**src/rtl/cart_map_pkg.sv**
```systemverilog
package cart_map_pkg;

    localparam int PRG_SLOTS = 4;
    localparam int CHR_SLOTS = 8;

    // decode key formed from {addr[14], addr[13], addr[0]}
    typedef enum logic [2:0] {
        KEY_SELECT = 3'b000,
        KEY_DATA   = 3'b001,
        KEY_MIRROR = 3'b010
    } wkey_e;

    typedef enum logic [1:0] {
        MIR_VERT   = 2'd0,
        MIR_HORZ   = 2'd1,
        MIR_ONE_LO = 2'd2,
        MIR_ONE_HI = 2'd3
    } mirror_e;

endpackage

```
**src/rtl/cart_map_wdec.sv**
```systemverilog
module cart_map_wdec
    import cart_map_pkg::*;
(
    input  logic                 we,
    input  logic [15:0]          addr,
    input  logic [3:0]           target,
    output logic                 ld_sel,
    output logic                 ld_mir,
    output logic [CHR_SLOTS-1:0] ld_chr,
    output logic [PRG_SLOTS-1:0] ld_prg
);

    logic [2:0] key;
    assign key = {addr[14:13], addr[0]};

    always_comb begin
        ld_sel = 1'b0;
        ld_mir = 1'b0;
        ld_chr = '0;
        ld_prg = '0;
        if (we && addr[15]) begin
            case (key)
                KEY_SELECT: ld_sel = 1'b1;
                KEY_MIRROR: ld_mir = 1'b1;
                KEY_DATA: begin
                    case (target)
                        4'h0: ld_chr[0] = 1'b1;
                        4'h1: ld_chr[2] = 1'b1;
                        4'h2: ld_chr[4] = 1'b1;
                        4'h3: ld_chr[5] = 1'b1;
                        4'h4: ld_chr[6] = 1'b1;
                        4'h5: ld_chr[7] = 1'b1;
                        4'h6: ld_prg[0] = 1'b1;
                        4'h7: ld_prg[1] = 1'b1;
                        4'h8: ld_prg[2] = 1'b1;
                        4'h9: ld_prg[3] = 1'b1;
                        4'hA: ld_chr[1] = 1'b1;
                        4'hB: ld_chr[3] = 1'b1;
                        default: ;
                    endcase
                end
                default: ;
            endcase
        end
    end

endmodule

```
**src/rtl/cart_map_regs.sv**
```systemverilog
module cart_map_regs
    import cart_map_pkg::*;
#(
    parameter int PRG_BANKS = 32,
    parameter int PRG_W     = 5,
    parameter int CHR_W     = 8
) (
    input  logic                                clk,
    input  logic                                rst_n,
    input  logic [7:0]                          wdata,
    input  logic                                ld_sel,
    input  logic                                ld_mir,
    input  logic [CHR_SLOTS-1:0]                ld_chr,
    input  logic [PRG_SLOTS-1:0]                ld_prg,
    output logic [7:0]                          sel_q,
    output logic [1:0]                          mir_q,
    output logic [PRG_SLOTS-1:0][PRG_W-1:0]     prg_q,
    output logic [CHR_SLOTS-1:0][CHR_W-1:0]     chr_q
);

    always_ff @(posedge clk) begin
        if (!rst_n) begin
            sel_q <= '0;
            mir_q <= MIR_VERT;
        end else begin
            if (ld_sel) sel_q <= wdata;
            if (ld_mir) mir_q <= wdata[1:0];
        end
    end

    for (genvar p = 0; p < PRG_SLOTS; p++) begin : g_prg
        localparam int RST_VAL = (p < 2) ? p : (PRG_BANKS - PRG_SLOTS + p);
        always_ff @(posedge clk) begin
            if (!rst_n)         prg_q[p] <= PRG_W'(RST_VAL);
            else if (ld_prg[p]) prg_q[p] <= wdata[PRG_W-1:0];
        end
    end

    for (genvar c = 0; c < CHR_SLOTS; c++) begin : g_chr
        always_ff @(posedge clk) begin
            if (!rst_n)         chr_q[c] <= CHR_W'(c);
            else if (ld_chr[c]) chr_q[c] <= CHR_W'(wdata);
        end
    end

endmodule

```
**src/rtl/cart_map_xlate.sv**
```systemverilog
module cart_map_xlate
    import cart_map_pkg::*;
#(
    parameter int PRG_W    = 5,
    parameter int CHR_W    = 8,
    parameter int RAM_LAST = 7
) (
    input  logic [7:0]                          sel_q,
    input  logic [PRG_SLOTS-1:0][PRG_W-1:0]     prg_q,
    input  logic [CHR_SLOTS-1:0][CHR_W-1:0]     chr_q,
    output logic [PRG_SLOTS*PRG_W-1:0]          prg_win,
    output logic [CHR_SLOTS*CHR_W-1:0]          chr_win,
    output logic [CHR_SLOTS-1:0]                chr_ram
);

    logic prg_swap;
    logic chr_swap;
    assign prg_swap = sel_q[6];
    assign chr_swap = sel_q[7];

    for (genvar w = 0; w < PRG_SLOTS; w++) begin : g_pw
        if ((w % 2) == 0) begin : g_swappable
            assign prg_win[w*PRG_W +: PRG_W] = prg_swap ? prg_q[w ^ 2] : prg_q[w];
        end else begin : g_fixed
            assign prg_win[w*PRG_W +: PRG_W] = prg_q[w];
        end
    end

    for (genvar w = 0; w < CHR_SLOTS; w++) begin : g_cw
        logic [CHR_W-1:0] bank;
        assign bank = chr_swap ? chr_q[w ^ 4] : chr_q[w];
        assign chr_win[w*CHR_W +: CHR_W] = bank;
        assign chr_ram[w] = (bank <= CHR_W'(RAM_LAST));
    end

endmodule

```
**src/rtl/cart_bank_mapper.sv**
```systemverilog
module cart_bank_mapper
    import cart_map_pkg::*;
#(
    parameter int PRG_BANKS  = 32,
    parameter int CHR_W      = 8,
    localparam int PRG_W     = $clog2(PRG_BANKS)
) (
    input  logic                       clk,
    input  logic                       rst_n,
    input  logic                       cpu_we,
    input  logic [15:0]                cpu_addr,
    input  logic [7:0]                 cpu_wdata,
    output logic [4*PRG_W-1:0]         prg_bank,
    output logic [8*CHR_W-1:0]         chr_bank,
    output logic [7:0]                 chr_ram_sel,
    output logic [1:0]                 mirror_mode
);

    logic                            ld_sel;
    logic                            ld_mir;
    logic [CHR_SLOTS-1:0]            ld_chr;
    logic [PRG_SLOTS-1:0]            ld_prg;
    logic [7:0]                      sel_q;
    logic [1:0]                      mir_q;
    logic [PRG_SLOTS-1:0][PRG_W-1:0] prg_q;
    logic [CHR_SLOTS-1:0][CHR_W-1:0] chr_q;

    cart_map_wdec u_wdec (
        .we     (cpu_we),
        .addr   (cpu_addr),
        .target (sel_q[3:0]),
        .ld_sel (ld_sel),
        .ld_mir (ld_mir),
        .ld_chr (ld_chr),
        .ld_prg (ld_prg)
    );

    cart_map_regs #(
        .PRG_BANKS (PRG_BANKS),
        .PRG_W     (PRG_W),
        .CHR_W     (CHR_W)
    ) u_regs (
        .clk    (clk),
        .rst_n  (rst_n),
        .wdata  (cpu_wdata),
        .ld_sel (ld_sel),
        .ld_mir (ld_mir),
        .ld_chr (ld_chr),
        .ld_prg (ld_prg),
        .sel_q  (sel_q),
        .mir_q  (mir_q),
        .prg_q  (prg_q),
        .chr_q  (chr_q)
    );

    cart_map_xlate #(
        .PRG_W    (PRG_W),
        .CHR_W    (CHR_W),
        .RAM_LAST (7)
    ) u_xlate (
        .sel_q   (sel_q),
        .prg_q   (prg_q),
        .chr_q   (chr_q),
        .prg_win (prg_bank),
        .chr_win (chr_bank),
        .chr_ram (chr_ram_sel)
    );

    assign mirror_mode = mir_q;

endmodule

```
**config.mk**
```make
export PLATFORM = sky130hd
export DESIGN_NAME = cart_bank_mapper
export DESIGN_NICKNAME = d
export VERILOG_FILES = /design/src/rtl/cart_map_pkg.sv /design/src/rtl/cart_map_wdec.sv /design/src/rtl/cart_map_regs.sv /design/src/rtl/cart_map_xlate.sv /design/src/rtl/cart_bank_mapper.sv
export SDC_FILE = /design/constraint.sdc
export NUM_CORES = 1
export LEC_CHECK = 0
export ABC_AREA = 1
export CAP_MARGIN = 20
export CORE_MARGIN = 1.5
export CORE_UTILIZATION = 35
export CTS_CLUSTER_DIAMETER = 100
export CTS_CLUSTER_SIZE = 40
export DETAILED_ROUTE_END_ITERATION = 6
export GPL_TIMING_DRIVEN = 0
export PLACE_DENSITY = 0.57
export SYNTH_ARGS = -nofsm -noshare
export SYNTH_HDL_FRONTEND = slang
export SYNTH_SLANG_ARGS = --single-unit
```
**constraint.sdc**
```tcl
create_clock -name clk -period 4.2 [get_ports clk]
set_clock_uncertainty 0.15 [all_clocks]
set_input_delay 0.63 -clock clk [delete_from_list [all_inputs] [get_ports clk]]
set_output_delay 0.63 -clock clk [all_outputs]
set_load 0.005 [all_outputs]
```
## Word-level counts from Yosys, hierarchy flattened

Index checks and enable logic that the tools add are counted.

| storage, ports and cells | value |
|---|---|
| register bits | 94 |
| input bits | 27 |
| output and inout port bits | 94 |
| word-level logic and storage cells | 68 |

| operators by class | value |
|---|---|
| magnitude comparators | 8 |
| equality and inequality tests | 13 |
| mux-type cells | 30 |
| reductions and logical operators | 3 |

Operator list:

| cell | count |
|---|---|
| 8-bit 2-to-1 mux | 10 |
| 8-bit by 3-bit less-or-equal comparator with 1-bit output (second input constant) | 8 |
| 4-bit by 3-bit == test with 1-bit output (second input constant) | 4 |
| 4-bit == test (second input constant) | 4 |
| 1-bit 2-to-1 mux | 16 |
| 5-bit 2-to-1 mux | 2 |
| 4-bit by 2-bit == test with 1-bit output (second input constant) | 2 |
| 4-bit 2-to-1 mux | 2 |
| 4-bit by 1-bit == test with 1-bit output (second input constant) | 1 |
| 4-bit logical NOT | 1 |
| 3-bit by 1-bit == test with 1-bit output (second input constant) | 1 |
| 3-bit by 2-bit == test with 1-bit output (second input constant) | 1 |
| 3-bit logical NOT | 1 |
| 1-bit logical AND | 1 |

## Longest topological paths before layout

| depth | value |
|---|---|
| word-level depth | 4 |
| depth in mapped cells | 9 |
| depth with buffers taken out | 7 |

## Hierarchy

A second synthesis with hierarchy kept.

| second synthesis, totals | value |
|---|---|
| cells, all modules | 854 |
| area, all modules | 5058.6 um^2 |

Modules (own cells, without submodules):

| module | instances | cells an instance | area each (um^2) | sequential area each (um^2) |
|---|---|---|---|---|
| cart_map_regs | 1 | 494 | 3452.1 | 1881.8 |
| cart_map_xlate | 1 | 320 | 1442.6 | 0.0 |
| cart_map_wdec | 1 | 40 | 163.9 | 0.0 |

## Worst setup path before layout

No wires, ideal clock.

| path | value |
|---|---|
| path type | reg2out |
| start | reg u_regs.sel_q[7] |
| end | out chr_ram_sel[6] |
| arrival | 1.192 ns |
| data required time | 3.420 ns |
| slack | 2.228 ns |
| stages on the path, launching flop included | 8 |
| path buffers | 2 |
| cell sequence | dfxtp_1 -> buf_2 -> inv_1 -> buf_2 -> or2_2 -> o21ai_0 -> nand3_1 -> nor2_1 |

| between the ends | value |
|---|---|
| word-level cells in the longest chain between the ends | 2 |

RTL lines:

| what | line | RTL |
|---|---|---|
| from (decl) | cart_map_regs.sv:15 | `output logic [7:0] sel_q,` |
| from (signal assigned) | cart_map_regs.sv:26 | `if (ld_sel) sel_q <= wdata;` |
| 8-bit 2-to-1 mux | cart_map_xlate.sv:31 | `assign bank = chr_swap ? chr_q[w ^ 4] : chr_q[w];` |
| 8-bit by 3-bit less-or-equal comparator with 1-bit output | cart_map_xlate.sv:33 | `assign chr_ram[w] = (bank <= CHR_W'(RAM_LAST));` |
| to (decl) | cart_bank_mapper.sv:15 | `output logic [7:0] chr_ram_sel,` |

Every way passes these cells.

## Worst setup path after layout

| path | value |
|---|---|
| start | reg u_regs.sel_q[7] |
| end | out chr_bank[56] |

| between the ends | value |
|---|---|
| word-level cells in the longest chain between the ends | 1 |

RTL lines:

| what | line | RTL |
|---|---|---|
| 8-bit 2-to-1 mux | cart_map_xlate.sv:31 |  |
| to (decl) | cart_bank_mapper.sv:14 | `output logic [8*CHR_W-1:0] chr_bank,` |

Every way passes these cells.

==> impl_metrics.ini <==
[global_routing]
grt_pass1_vias = 4925
antenna_found_initial = 0
grtUsageMet2_pct = 35.9
gr-usage-all-layers_pct = 21.8
use_met1_pct = 29.3
grt_max_degree = 14
grt_overflow = 0
grt-busiest-layer = met2
grt_first_pass_wirelength_um = 25200
met3_usage_pct = 2.83

[clocking]
postCtsHoldBufs = 0
tritoncts = built
postCtsSetupBuffers = 0
clkLatencyLatePin_ns = 0.34
cts_sinks = 92
post_cts_resized = 0
root_buffer = clkbuf_16
clkTransAtPathRegs_ns = 0.07
cts_buffer_depth = 2
cts_made_buffers = 9
htreeDepth = 3

[placement]
numPortBuffers = 104
dp_hpwl_um = 12100
placed_cells_incl_taps = 1102
routabilityCongestion = 0.864

[yosys]
syn-num-nets = 845
syn_inst = 818
synth_top_area_share_pct = 36.6
ys_warn_count = 0
netlist_area_mm2 = 0.00503
synth_top_area_cell = dfxtp_1
synth_area_leaders = dfxtp_1, nand2_1, inv_1
syn_area_per_cell_um2 = 6.15
ys_seq_area_share_pct = 36.6
synth.distinct_cells = 22
synth-seq-cells = 92

[pwr]
p_leak_nw = 3.18
peakVddDrop_v = 0.000178
p_per_area_mw_per_mm2 = 282

[floorplan]
die_y_um = 123
die-width_um = 123
dieArea_mm2 = 0.0151
start_util_pct = 36.1
rows = 43
pin_count = 121
coreArea_mm2 = 0.0139

[sta]
finalCritPeriodShare_pct = 81.0
rsz0062_at_grt = false
timing.setup.tns_ns = 0
slew_violations = 0
timing.fmax_mhz = 294
setup_viol = 0
hold_violations = 0
tightest_slew_ns = 0.641
relSlewSlack_pct = 57.3
fin_crit_ns = 3.40

[routing]
drtIter0Drc = 457
viasPerCell = 4.76
antenna_left = 0
wire_per_inst_um = 14.2
dr_total_vias = 5322
drtPass1Iterations = 5
drc_errors = 0
wl_um = 15900

[worst_setup_path]
critPathKind = flop to output port
crit_chain = buf_2 -> clkbuf_1 -> clkbuf_1 -> nand2_1 -> o21ai_0 -> clkdlybuf4s50_1
critPathMostFrequentCell = clkbuf_1
crit_slowest_cell = clkdlybuf4s50_1
start_kind = flop
cp.arrival_ns = 2.62
critPathMaxStageDelay_ns = 0.59
crit_fanout = 10
endpoint_kind = output port
worstPathRequired_ns = 3.42

[flow_run]
maxCapViolations = 0

[layout]
layout_commonest_cell = nand2_1
n_antenna_cell = 0
final_cells = 1118
final_nets = 960
final_cell_mix = nand2_1, inv_1, nor2_1
utilization_pct = 47.2
drive_above_1_share_pct = 7.89
area_delta_synth_final_pct = 30.8

[status]
status = finished, final reports clean

[hold_path]
hold_path.class = flop to flop
[where the power goes]
group          switching (mW)  internal (mW)
combinational           0.110         0.0755
sequential            0.00239          0.876
clock                   0.340          0.451
total                   0.453           1.40
[logic make-up (layout without fill, tap and decap cells)]
family,after synthesis,count (layout),synth area share (%)
and+or+nand+nor,450,450,39.0
DFF,92,92,36.6
buffers and inverters,184,304,15.2
AOI/OAI and AO/OA,92,92,9.21
[sequential cells by signal, summed over array words and instances, names as in the netlist]
name / count
u_regs.chr_q: 64
u_regs.mir_q: 2
u_regs.prg_q: 20
u_regs.sel_q: 6
[final cells by class]
| cell class | instances | area [um^2] |
|---|---|---|
| Fill cell | 1521 | 7360 |
| Tap cell | 180 | 225 |
| Clock inverter | 1 | 5.00 |
| Clock buffer | 15 | 278 |
| Timing Repair Buffer | 104 | 1040 |
| Multi-Input combinational cell | 542 | 2420 |
| Sequential cell | 92 | 1840 |
| Inverter | 129 | 484 |
| Buffer | 55 | 279 |
[through the flow]
stage | total power, mW | hold slack (ns) | setup slack (ns) | instance area (um^2)
floorplan | 0.988 | 0.279 | 2.23 | 5030
global placement | 1.08 | 0.294 | 1.17 | 6290
detailed placement | 1.08 | 0.299 | 1.17 | 6290
CTS | 1.87 | 0.314 | 0.795 | 6580
global route | 1.92 | 0.337 | 0.670 | 6580
finish | 1.86 | 0.315 | 0.797 | 6580
[cells in the mapped netlist]
cell,count
nand2_1,202
inv_1,124
nor2_1,111
dfxtp_1,92
o21ai_0,84
nand3_1,83
clkbuf_1,24
nand4_1,21
buf_2,16
buf_4,14
nor2_2,8
nor3_1,7
or2_2,7
a21oi_1,6
inv_2,5
nor2_4,4
nand3_2,3
a31oi_1,2
nand2_2,2
buf_1,1
nand2_4,1
nor3_2,1
[path summary, 6_finish.rpt]
kind                     from          endpoint  slack (ns)  cells past startpoint
max           u_regs.sel_q[7]      chr_bank[56]        0.80                      6
max reg2reg   u_regs.sel_q[2]  u_regs.chr_q[14]        2.50                      5
min reg2reg  u_regs.prg_q[11]  u_regs.prg_q[11]        0.31                      2
min          u_regs.prg_q[11]  u_regs.prg_q[11]        0.31                      2
[routing by layer]
layer	vias to the layer above	part of all wire (%)
met3	21	4.7
met2	143	46
met1	2407	48
met4	0	2.0
li1	2751	-
met5	-	0
[worst max-delay path: cells and delay by family, from the launching register on]
kind | cells | cell delay, ns
buf+inv | 4 | 1.70
compound gates | 1 | 0.18
simple gates | 1 | 0.09
flops | 1 | 0.31
(Power assumes the default switching activity.)
